File: config.mk
export PLATFORM = sky130hd
export DESIGN_NAME = i2c_wiper_slave
export DESIGN_NICKNAME = d
export VERILOG_FILES = /design/src/rtl/wsl_pkg.sv /design/src/rtl/wsl_line_sync.sv /design/src/rtl/wsl_frontend.sv /design/src/rtl/wsl_wiper_reg.sv /design/src/rtl/i2c_wiper_slave.sv
export SDC_FILE = /design/constraint.sdc
export NUM_CORES = 1
export LEC_CHECK = 0
export BUFFER_PORTS_ARGS = -buffer_cell sky130_fd_sc_hd__buf_2
export CAP_MARGIN = 30
export CORE_MARGIN = 8
export CORE_UTILIZATION = 58
export CTS_CLUSTER_DIAMETER = 50
export DETAILED_ROUTE_END_ITERATION = 8
export GPL_TIMING_DRIVEN = 0
export PLACE_DENSITY = 0.82
export SYNTH_ARGS = -nofsm -noshare
export SYNTH_HDL_FRONTEND = slang
export SYNTH_SLANG_ARGS = --single-unit
File: constraint.sdc
create_clock -name clk -period 2.5 [get_ports clk]
set_input_delay 0 -clock clk [delete_from_list [all_inputs] [get_ports clk]]
set_output_delay 0 -clock clk [all_outputs]
set_load 0.01 [all_outputs]
File: src/rtl/wsl_pkg.sv
package wsl_pkg;
  typedef enum logic [2:0] {
    ST_IDLE,
    ST_ADDR,
    ST_ADDR_ACK,
    ST_WR_DATA,
    ST_WR_ACK,
    ST_RD_DATA,
    ST_RD_ACK,
    ST_IGNORE
  } wsl_state_e;
endpackage

File: src/rtl/wsl_line_sync.sv
module wsl_line_sync #(
  parameter int STAGES = 2
) (
  input  logic clk,
  input  logic rst,
  input  logic din,
  output logic level,
  output logic rise,
  output logic fall
);
  // chain[STAGES-1] is the synchronized level, chain[STAGES] its previous value
  logic [STAGES:0] chain;

  always_ff @(posedge clk) begin
    if (rst) chain <= '1;
    else     chain <= {chain[STAGES-1:0], din};
  end

  assign level = chain[STAGES-1];
  assign rise  = chain[STAGES-1] & ~chain[STAGES];
  assign fall  = ~chain[STAGES-1] & chain[STAGES];
endmodule

File: src/rtl/wsl_frontend.sv
module wsl_frontend #(
  parameter int SYNC_STAGES = 2
) (
  input  logic clk,
  input  logic rst,
  input  logic scl_i,
  input  logic sda_i,
  output logic scl_s,
  output logic scl_rise,
  output logic scl_fall,
  output logic sda_s,
  output logic start_det,
  output logic stop_det
);
  localparam int N_LINES = 2;  // index 0 = SCL, 1 = SDA

  logic [N_LINES-1:0] raw, lvl, up, dn;
  assign raw = {sda_i, scl_i};

  for (genvar g = 0; g < N_LINES; g++) begin : g_line
    wsl_line_sync #(.STAGES(SYNC_STAGES)) i_sync (
      .clk  (clk),
      .rst  (rst),
      .din  (raw[g]),
      .level(lvl[g]),
      .rise (up[g]),
      .fall (dn[g])
    );
  end

  assign scl_s    = lvl[0];
  assign scl_rise = up[0];
  assign scl_fall = dn[0];
  assign sda_s    = lvl[1];
  // SCL must be high and settled (not just risen) for a bus condition
  assign start_det = dn[1] & lvl[0] & ~up[0];
  assign stop_det  = up[1] & lvl[0] & ~up[0];
endmodule

File: src/rtl/wsl_wiper_reg.sv
module wsl_wiper_reg #(
  parameter int                 CODE_W     = 7,
  parameter logic [CODE_W-1:0]  RESET_CODE = 7'h40
) (
  input  logic              clk,
  input  logic              rst,
  input  logic              wr_en,
  input  logic [CODE_W-1:0] wr_data,
  output logic [CODE_W-1:0] code,
  output logic              update
);
  always_ff @(posedge clk) begin
    if (rst) begin
      code   <= RESET_CODE;
      update <= 1'b0;
    end else begin
      update <= wr_en;
      if (wr_en) code <= wr_data;
    end
  end
endmodule

File: src/rtl/i2c_wiper_slave.sv
module i2c_wiper_slave
  import wsl_pkg::*;
#(
  parameter int                CODE_W      = 7,
  parameter logic [6:0]        DEV_ADDR    = 7'b0101110,
  parameter logic [CODE_W-1:0] RESET_CODE  = 7'h40,
  parameter int                SYNC_STAGES = 2
) (
  input  logic              clk,
  input  logic              rst,
  input  logic              scl_i,
  input  logic              sda_i,
  output logic              sda_oe_o,
  output logic [CODE_W-1:0] wiper_code_o,
  output logic              wiper_update_o
);
  localparam int BYTE_W = 8;
  localparam int ADDR_W = BYTE_W - 1;
  localparam int CNT_W  = $clog2(BYTE_W + 1);
  localparam logic [CNT_W-1:0] LAST_BIT = CNT_W'(BYTE_W);

  logic scl_s, scl_rise, scl_fall, sda_s, start_det, stop_det;

  wsl_frontend #(.SYNC_STAGES(SYNC_STAGES)) i_frontend (
    .clk      (clk),
    .rst      (rst),
    .scl_i    (scl_i),
    .sda_i    (sda_i),
    .scl_s    (scl_s),
    .scl_rise (scl_rise),
    .scl_fall (scl_fall),
    .sda_s    (sda_s),
    .start_det(start_det),
    .stop_det (stop_det)
  );

  wsl_state_e         state;
  logic [CNT_W-1:0]   bit_cnt;
  logic [BYTE_W-1:0]  rx_sh;
  logic [BYTE_W-2:0]  tx_rest;   // bits still to send after the one on the bus
  logic               rd_dir;
  logic               m_ack;
  logic               byte_done;
  logic               wr_en;
  logic [BYTE_W-1:0]  tx_load;

  assign byte_done = scl_fall && (bit_cnt == LAST_BIT);
  assign wr_en     = (state == ST_WR_DATA) && byte_done && !start_det && !stop_det;
  assign tx_load   = BYTE_W'(wiper_code_o);

  always_ff @(posedge clk) begin
    if (rst) begin
      state    <= ST_IDLE;
      bit_cnt  <= '0;
      rx_sh    <= '0;
      tx_rest  <= '0;
      rd_dir   <= 1'b0;
      m_ack    <= 1'b0;
      sda_oe_o <= 1'b0;
    end else if (start_det) begin
      state    <= ST_ADDR;
      bit_cnt  <= '0;
      sda_oe_o <= 1'b0;
    end else if (stop_det) begin
      state    <= ST_IDLE;
      bit_cnt  <= '0;
      sda_oe_o <= 1'b0;
    end else begin
      case (state)
        ST_ADDR, ST_WR_DATA: begin
          if (scl_rise) begin
            rx_sh   <= {rx_sh[BYTE_W-2:0], sda_s};
            bit_cnt <= bit_cnt + 1'b1;
          end else if (byte_done) begin
            bit_cnt <= '0;
            if (state == ST_WR_DATA) begin
              state    <= ST_WR_ACK;
              sda_oe_o <= 1'b1;
            end else if (rx_sh[BYTE_W-1 -: ADDR_W] == DEV_ADDR) begin
              state    <= ST_ADDR_ACK;
              rd_dir   <= rx_sh[0];
              sda_oe_o <= 1'b1;
            end else begin
              state <= ST_IGNORE;
            end
          end
        end
        ST_ADDR_ACK: begin
          if (scl_fall) begin
            bit_cnt <= '0;
            if (rd_dir) begin
              state    <= ST_RD_DATA;
              sda_oe_o <= ~tx_load[BYTE_W-1];
              tx_rest  <= tx_load[BYTE_W-2:0];
            end else begin
              state    <= ST_WR_DATA;
              sda_oe_o <= 1'b0;
            end
          end
        end
        ST_WR_ACK: begin
          if (scl_fall) begin
            state    <= ST_WR_DATA;
            sda_oe_o <= 1'b0;
          end
        end
        ST_RD_DATA: begin
          if (scl_rise) begin
            bit_cnt <= bit_cnt + 1'b1;
          end else if (byte_done) begin
            state    <= ST_RD_ACK;
            sda_oe_o <= 1'b0;
            bit_cnt  <= '0;
          end else if (scl_fall) begin
            sda_oe_o <= ~tx_rest[BYTE_W-2];
            tx_rest  <= {tx_rest[BYTE_W-3:0], 1'b0};
          end
        end
        ST_RD_ACK: begin
          if (scl_rise) begin
            m_ack <= ~sda_s;
          end else if (scl_fall) begin
            if (m_ack) begin
              state    <= ST_RD_DATA;
              sda_oe_o <= ~tx_load[BYTE_W-1];
              tx_rest  <= tx_load[BYTE_W-2:0];
            end else begin
              state <= ST_IGNORE;
            end
          end
        end
        default: ;  // idle and ignore wait for a bus condition
      endcase
    end
  end

  wsl_wiper_reg #(.CODE_W(CODE_W), .RESET_CODE(RESET_CODE)) i_wiper (
    .clk    (clk),
    .rst    (rst),
    .wr_en  (wr_en),
    .wr_data(rx_sh[CODE_W-1:0]),
    .code   (wiper_code_o),
    .update (wiper_update_o)
  );
endmodule

After elaboration in Yosys (flattened, before gate mapping)

Cells that the tools add are included.

Memory bits (read-only): 0
Input port bits: 4
Bits in registers: 39
Bits in latches: 0
Memories kept: 0
Logic and storage cells: 124
Memory bits (writable): 0
Output and inout port bits: 9

Muxes and demuxes: 42
Equality and inequality tests: 31
Divide/modulo/power cells: 0
Reductions and logical operators: 21
Order comparisons: 0
$add $sub $neg: 1
Bitwise operators: 17
Shift-type cells: 0
$mul: 0

Operator list:

| kind                | number |
|---|---|
| $mux 7              | 8 |
| $mux 3              | 11 |
| $ne 4x4->1 const B  | 8 |
| $ne 2x2->1 const B  | 12 |
| $reduce_and 11->1   | 2 |
| $pmux 7 s3          | 1 |
| $reduce_and 9->1    | 2 |
| $mux 1              | 15 |
| $pmux 3 s5          | 1 |
| $mux 4              | 3 |
| $eq 3x3->1 const B  | 3 |
| $not 1->1           | 9 |
| $and 1x1->1         | 8 |
| $pmux 4 s2          | 1 |
| $reduce_and 4->1    | 2 |
| $eq 7x6->1 const B  | 1 |
| $reduce_and 7->1    | 1 |
| $reduce_bool 7->1   | 1 |
| $eq 3x2->1 const B  | 2 |
| $ne 3x3->1 const B  | 2 |
| $reduce_or 3->1     | 2 |
| $pmux 1 s5          | 1 |
| $reduce_bool 5->1   | 1 |
| $add 4x1->4 const B | 1 |
| other kinds (10)    | 14 |

Depth between registers and ports, before layout

Gate-level depths: netlist of run 1.

Depth after elaboration: 8
Mapped depth: 9
Depth with buffers taken out: 7

Hierarchy

Synthesis of run 1 repeated with hierarchy kept, for this count alone.

Cell total of the unflattened synthesis: 232
Area, all modules: 1995.7 um^2

By module, submodules not included:

| module          | seq. area each (um^2) | area an instance (um^2) | times used | cells an instance |
|---|---|---|---|---|
| i2c_wiper_slave | 500.5                 | 1510.2                  | 1          | 189 |
| wsl_wiper_reg   | 160.2                 | 282.8                   | 1          | 25 |
| wsl_line_sync   | 60.1                  | 92.6                    | 2          | 8 |
| wsl_frontend    | 0.0                   | 17.5                    | 1          | 2 |

Least setup slack after synthesis of run 1

Ideal clock, no wire load.

Path kind: flip-flop to flip-flop
Start point: register bit_cnt[0]
End point: register tx_rest[1]
Setup time: 0.088 ns
Data required time: 2.412 ns
Stages on the path, launching flop included: 10
Path slack: 0.538 ns
Path buffers: 2
Period minus slack after synthesis: 1.962 ns
Data arrival time: 1.874 ns
Cells stage by stage: dfxtp_1 inv_1 ha_1 and3b_1 and2_4 buf_6 a2111oi_4 buf_6 nor2_1 a311oi_2

Cells in the longest elaborated chain, start to end: 4

Ends and longest elaborated chain:

| what                        | RTL line               | text |
|---|---|---|
| start, declared             | i2c_wiper_slave.sv:38  | `logic [CNT_W-1:0] bit_cnt;` |
| start signal, assigned      | i2c_wiper_slave.sv:73  | `bit_cnt <= bit_cnt + 1'b1;` |
| start signal, assigned      | i2c_wiper_slave.sv:109 | `bit_cnt <= bit_cnt + 1'b1;` |
| $eq 4x4->1                  | i2c_wiper_slave.sv:47  | `assign byte_done = scl_fall && (bit_cnt == LAST_BIT);` |
| $logic_and 1x1->1           | i2c_wiper_slave.sv:47  |  |
| $ne 2x2->1 (no line)        | --                     |  |
| $reduce_and 11->1 (no line) | --                     |  |
| end signal, assigned        | i2c_wiper_slave.sv:94  | `tx_rest <= tx_load[BYTE_W-2:0];` |
| end signal, assigned        | i2c_wiper_slave.sv:116 | `tx_rest <= {tx_rest[BYTE_W-3:0], 1'b0};` |
| end signal, assigned        | i2c_wiper_slave.sv:126 | `tx_rest <= tx_load[BYTE_W-2:0];` |
| end, declared               | i2c_wiper_slave.sv:40  | `logic [BYTE_W-2:0] tx_rest;` |

Every way passes these cells.
A chain may end at the register's enable or synchronous reset.

Final worst setup path of run 1

Start point: register bit_cnt[0]
End point: register tx_rest[6]

Same word-level chain as after synthesis.

==> results of run 1 <==
==> placed cells by master (no fill, tap or decap), drive strengths merged, types with 2 or more instances in the layout <==
cell type    Yosys  layout
or3              2       2
mux2i           10      10
ha               2       2
dfxtp           39      39
a311oi           6       6
and3b            2       2
a22oi            2       2
or2              7       7
clkbuf           5      11
xnor2            3       3
nand2b           4       4
nand4            2       2
nor3             3       3
dlygate4sd3      0       4
o21ai            6       6
nor2b            3       3
a2111oi          2       2
a21oi           14      14
nand3            9       9
a31oi            3       3
nand2           35      35
inv              8       8
buf              5      17
and2             2       2
nor2            28      28
==> worst min-delay path by stage <==
| stage | startpoint | endpoint | slack (ns) | cells after the start |
|---|---|---|---|---|
| 2_1_floorplan | rst | state[2] | 0.09 | 1 |
| 3_3_place_gp | scl_i | i_frontend.g_line[0].i_sync.chain[0] | 0.18 | 2 |
| 3_5_place_dp | scl_i | i_frontend.g_line[0].i_sync.chain[0] | 0.19 | 2 |
| 4_1_cts | scl_i | i_frontend.g_line[0].i_sync.chain[0] | 0.35 | 3 |
| 5_1_grt | scl_i | i_frontend.g_line[0].i_sync.chain[0] | 0.35 | 3 |
| 6_report | scl_i | i_frontend.g_line[0].i_sync.chain[0] | 0.37 | 3 |
==> routing by layer <==
layer	global-route usage (%)	wire length (microns)	up-vias
li1	-	-	777
met1	19.34	1790	672
met2	23.28	1676	21
met3	5.160	149	4
met4	6.122	45	0
met5	0	0	-
==> cell type report <==
| cell class | count | area (sq um) |
|---|---|---|
| Inverter | 8 | 30.03 |
| Sequential cell | 39 | 780.7 |
| Clock buffer | 6 | 41.29 |
| Tap cell | 33 | 41.29 |
| Buffer | 10 | 56.30 |
| Timing Repair Buffer | 16 | 100.1 |
| Multi-Input combinational cell | 155 | 928.4 |
| Clock inverter | 2 | 12.51 |
| Fill cell | 261 | 1012 |
==> cell usage after synthesis (2+ instances only) <==
library cell	n
a311oi_2	3
nand4_1	2
nand2_1	35
mux2i_1	10
o21ai_0	6
nor2_1	28
xnor2_1	3
a22oi_1	2
or3_1	2
and3b_1	2
nor3_1	3
clkbuf_1	5
buf_6	2
ha_1	2
nand3_1	8
buf_2	3
or2_2	7
a311oi_1	3
nand2b_1	4
nor2b_1	3
dfxtp_1	39
a21oi_1	14
a31oi_1	3
inv_1	8
==> worst max-delay path, stage by stage, from the launching register on <==
cell       delay [ns]
dfxtp_1          0.38
inv_1            0.08
ha_1             0.19
and3b_1          0.19
and2_4           0.16
buf_6            0.13
a2111oi_4        0.46
buf_6            0.20
nor2_1           0.05
a311oi_2         0.23
==> registers in the layout, indices dropped and copies added (netlist names) <==
signal and count:
rx_sh 8, i_wiper.code 7, tx_rest 7, i_frontend.g_line.i_sync.chain 6, bit_cnt 4, state 3
i_wiper.update 1, m_ack 1, rd_dir 1, sda_oe_o 1
==> stage by stage <==
step                      power (W)  util [%]
final                      0.001103     66.29
after global routing       0.001168     66.29
after CTS                  0.001112     66.29
after detailed placement  0.0007937     63.17
after global placement    0.0007912     63.17
after floorplan           0.0007655         -
==> what timing repair did <==
item | 4_1_cts | 5_1_grt
endpoints found under the hold margin | 4 | 0
resized for setup | 0 | 0
hold buffers | 4 | 0
==> power groups by stage <==
stage | logic, W | registers (W) | clock network (W)
2_1_floorplan | 0.0000992 | 0.000666 | 0
3_3_place_gp | 0.000123 | 0.000668 | 0
3_5_place_dp | 0.000125 | 0.000669 | 0
4_1_cts | 0.000130 | 0.000655 | 0.000327
5_1_grt | 0.000147 | 0.000658 | 0.000363
6_report | 0.000131 | 0.000655 | 0.000317
==> logic make-up (layout without fill, tap and decap cells) <==
family / Yosys count / in the layout / synth area share [%]
xor+xnor: 3 / 3 / 1.464
flops: 39 / 39 / 43.48
mux: 11 / 11 / 6.202
fa+ha+maj: 2 / 2 / 1.394
simple gates: 101 / 101 / 26.76
buf+inv: 18 / 42 / 4.808
compound gates: 38 / 38 / 15.89
==> impl_metrics.tcl, run 1 <==
set metrics [dict create \
    outcome "finished clean" \
    dp_slack_ns 0.3696 \
    cts_buffers 5 \
    seqPwrFrac_pct 59.3 \
    cts.sinks 39 \
    io_pins 13 \
    syn_area_sq_um 1795 \
    synth.area.top_cells "dfxtp_1 43%, nand2_1 7.3%, nor2_1 5.9%" \
    via_per_inst 5.480 \
    crit_type "reg -> reg" \
    first_pass_iters 4 \
    whs_ns 0.3713 \
    antenna_found_initial 0 \
    synth_seq_cells 39 \
    yosys_warnings 0 \
    drtIter0Drc 92 \
    leakage_nw 0.7778 \
    clockPowerShare_pct 28.8 \
    slew_headroom_pct 63.02 \
    fin_setup_tns_ns 0 \
    pwr-share-comb_pct 11.9 \
    cp-start-kind "flip-flop" \
    hold_class "in -> reg" \
    grt_pass1_wl_microns 6216 \
    dp_cells 257 \
    power-per-cell-area_nw_per_um2 554.2 \
    final_max_slew_viol_count 0 \
    dp_hpwl_microns 2609 \
    r2r_start "bit_cnt[0]" \
    r2r-end "tx_rest[6]" \
    cp.arrival_ns 2.41 \
    worst_slew_pin_slew_ns 0.5504 \
    grt_max_degree 13 \
    cts_root_buf "clkbuf_4" \
    swShare_pct 27.03 \
    drv_cap 0 \
    end_kind "flip-flop" \
    ff2ff_setup_slack_ns 0.36 \
    ys_types 39 \
    endpoint "tx_rest[6]" \
    postSynthNetCount 218 \
    dieHeight_microns 71.64 \
    clk_path_buf_depth 2 \
    synth_ff_type "dfxtp_1" \
    h-tree-depth 2 \
    antennaDiodeCount 0 \
    ys_seq_area_share_pct 43.48 \
    synthCells 212 \
    antenna_left 0 \
    gr-total-overflow 0 \
    vdd_drop_max_mv 0.3626 \
    final_area_sq_um 1991 \
    fmax_ghz 0.4680 \
    io_buffer_count 12 \
    path_max_fanout 10 \
    min_period_ns 2.137 \
    synthArstFlopShare_pct 0 \
    num_vias 1474 \
    post_cts.repair.setup_buffers 0 \
    die-area_sq_um 5132 \
    gp_congestion 0.9395 \
    gr-usage-all-layers_pct 15.33 \
    intPower_w 0.0008050 \
    fin_nets 241 \
    drcViolationCount 0 \
    final_cell_count_no_fill 269 \
    path_clk_slew_ns 0.12 \
    place_area_sq_um 1897 \
    drt_wl_total_microns 3660 \
    cp-startpoint "bit_cnt[0]" \
    drive_above_1_share_pct 16.53 \
    cts_tree "done" \
    setup_slack_ns 0.3633 \
    cp.required_ns 2.77 \
    synth_edf_count 0 \
    wl_per_cell_microns 13.61 \
    min_period_over_period_pct 85.47 \
    reg2regPathDepth 9 \
    first_global_vias 1322 \
    core_area_sq_um 3003 \
    avgSynthCellArea_sq_um 8.469 \
    p_sw_w 0.0002982 \
    row_count 20 \
    grt_setup_unrepaired "no" \
    final-setup-viol-count 0 \
    fin_worst_skew_ns 0.01349 \
    clk_latency_ns 0.35 \
    yosysTopAreaCell "dfxtp_1" \
    yosysTopAreaCellShare_pct 43.48 \
    final-hold-violation-count 0 \
    initial_utilization_pct 59.79 \
    dieWidth_microns 71.64 \
    syn2layout_area_growth_pct 10.87 \
]
Note: power is estimated with default switching activity, not from simulation.
==> inputs of run 2 (changes only) <==
Settings changed: CORE_UTILIZATION 58 to 61, PLACE_DENSITY 0.82 to 0.86.
Clock period 2.5 ns to 2.54 ns, I/O delays scaled along.
==> impl_metrics.tcl, run 2 (synthesis gave the netlist of run 1 again) <==
set metrics [dict create \
    outcome "finished clean" \
    layout_commonest_cell "dfxtp_1" \
    leakage_nw 0.7947 \
    swShare_pct 25.40 \
    path_max_fanout 10 \
    reg_top3 "rx_sh (8), i_wiper.code (7), tx_rest (7)" \
    r2r-end "tx_rest[1]" \
    clk_latency_ns 0.36 \
    cp-start-kind "flip-flop" \
    power-per-cell-area_nw_per_um2 593.6 \
    drive_above_1_share_pct 16.95 \
    cp-startpoint "bit_cnt[0]" \
    fmax_ghz 0.4654 \
    hold_class "in -> reg" \
    first_global_vias 1464 \
    cts_buffers 5 \
    gr-total-overflow 0 \
    h-tree-depth 2 \
    antennaDiodeCount 0 \
    slew_headroom_pct 61.21 \
    drv_cap 0 \
    die-area_sq_um 4936 \
    fin_nets 241 \
    ff2ff_setup_slack_ns 0.39 \
    cp.required_ns 2.82 \
    grt_max_degree 14 \
    via_per_inst 5.742 \
    largest_reg_flops 8 \
    reg2regPathDepth 9 \
    final-hold-violation-count 0 \
    pwr-share-comb_pct 10.7 \
    dieWidth_microns 70.26 \
    fin_setup_tns_ns 0 \
    cts.sinks 39 \
    path_clk_slew_ns 0.12 \
    endpoint "tx_rest[1]" \
    cts_resized 0 \
    fin_worst_skew_ns 0.01546 \
    intPower_w 0.0008925 \
    dieHeight_microns 70.26 \
    drcViolationCount 0 \
    p_sw_w 0.0003040 \
    gp_congestion 0.9457 \
    setup_slack_ns 0.3914 \
    vdd_drop_max_mv 0.5781 \
    worst_slew_pin_slew_ns 0.5773 \
    syn2layout_area_growth_pct 12.26 \
    io_pins 13 \
    wl_per_cell_microns 14.25 \
    row_count 19 \
    r2r_start "bit_cnt[0]" \
    first_pass_iters 4 \
    grt_setup_unrepaired "no" \
    min_period_over_period_pct 84.59 \
    antenna_left 0 \
    clk_path_buf_depth 2 \
    cts_tree "done" \
    dp_slack_ns 0.4112 \
    min_period_ns 2.149 \
    cp.arrival_ns 2.43 \
    core_area_sq_um 2781 \
    end_kind "flip-flop" \
    seqPwrFrac_pct 53.9 \
    io_buffer_count 12 \
    initial_utilization_pct 64.55 \
    drtIter0Drc 85 \
    num_vias 1533 \
    antenna_found_initial 0 \
    grt_pass1_wl_microns 6658 \
    final_max_slew_viol_count 0 \
    gr-usage-all-layers_pct 16.11 \
    cts_root_buf "clkbuf_4" \
    clockPowerShare_pct 35.4 \
    largest_register "rx_sh" \
    final-setup-viol-count 0 \
    dp_hpwl_microns 2732 \
    drt_wl_total_microns 3804 \
    crit_type "reg -> reg" \
    layout_common_cells "39 x dfxtp_1, 35 x nand2_1, 28 x nor2_1, 15 x buf_2, 14 x a21oi_1" \
]
run 2: changes by cell type in the layout (fill, tap and decap cells not counted), sizes merged:
| cell | previous run | this run |
|---|---|---|
| clkinvlp | 1 | 0 |
| bufinv | 0 | 1 |
| clkinv | 1 | 2 |
| clkbuf | 11 | 10 |
run 2: how the worst min path moves through the flow:
stage,startpoint,cells past startpoint,slack (ns),end
finish,scl_i,3,0.36,i_frontend.g_line[0].i_sync.chain[0]
global route,scl_i,3,0.36,i_frontend.g_line[0].i_sync.chain[0]
CTS,scl_i,3,0.35,i_frontend.g_line[0].i_sync.chain[0]
detailed placement,scl_i,2,0.19,i_frontend.g_line[0].i_sync.chain[0]
global placement,scl_i,2,0.18,i_frontend.g_line[0].i_sync.chain[0]
floorplan,rst,1,0.09,state[2]
run 2: repair_timing:
item | 4_1_cts | 5_1_grt
hold endpoints to repair | 4 | 0
buffers inserted | 0 | 0
hold buffers | 4 | 0
run 2: power by group through the flow:
stage	clock (W)	combinational [W]	sequential [W]
4_1_cts	0.000424	0.000127	0.000644
3_3_place_gp	0	0.000120	0.000658
6_report	0.000424	0.000129	0.000644
2_1_floorplan	0	0.0000977	0.000656
5_1_grt	0.000447	0.000144	0.000648
3_5_place_dp	0	0.000122	0.000658
run 2: worst max-delay path: stages (launching register included):
cell       delay [ns]
dfxtp_1          0.38
inv_1            0.08
ha_1             0.19
and3b_1          0.20
and2_4           0.16
buf_6            0.13
a2111oi_4        0.47
buf_6            0.21
nor2_1           0.05
a311oi_2         0.22
run 2: through the flow:
stage          area [sq um]  utilization, %  power (W)  hold slack (ns)  instances
4_1_cts                2016           72.47   0.001196           0.3509        267
5_1_grt                2016           72.47   0.001239           0.3583        267
3_3_place_gp           1894           68.11  0.0007777           0.1830        255
3_5_place_dp           1894           68.11  0.0007802           0.1871        255
2_1_floorplan          1795               -  0.0007535          0.08969        212
6_report               2016           72.47   0.001196           0.3550        267
run 2: layout make-up:
cell class | instances | area [sq um]
Sequential cell | 39 | 780.7
Tap cell | 31 | 38.79
Timing Repair Buffer | 16 | 100.1
Fill cell | 216 | 765.7
Clock buffer | 5 | 37.54
Inverter | 8 | 30.03
Multi-Input combinational cell | 155 | 928.4
Clock inverter | 3 | 43.79
Buffer | 10 | 56.30
run 2: layer usage:
metal  part of all wire, %  GRT usage, %
met1                    47         19.60
met2                    46         26.36
met3                   4.5         3.249
met4                   2.5         7.589
met5                     0             0
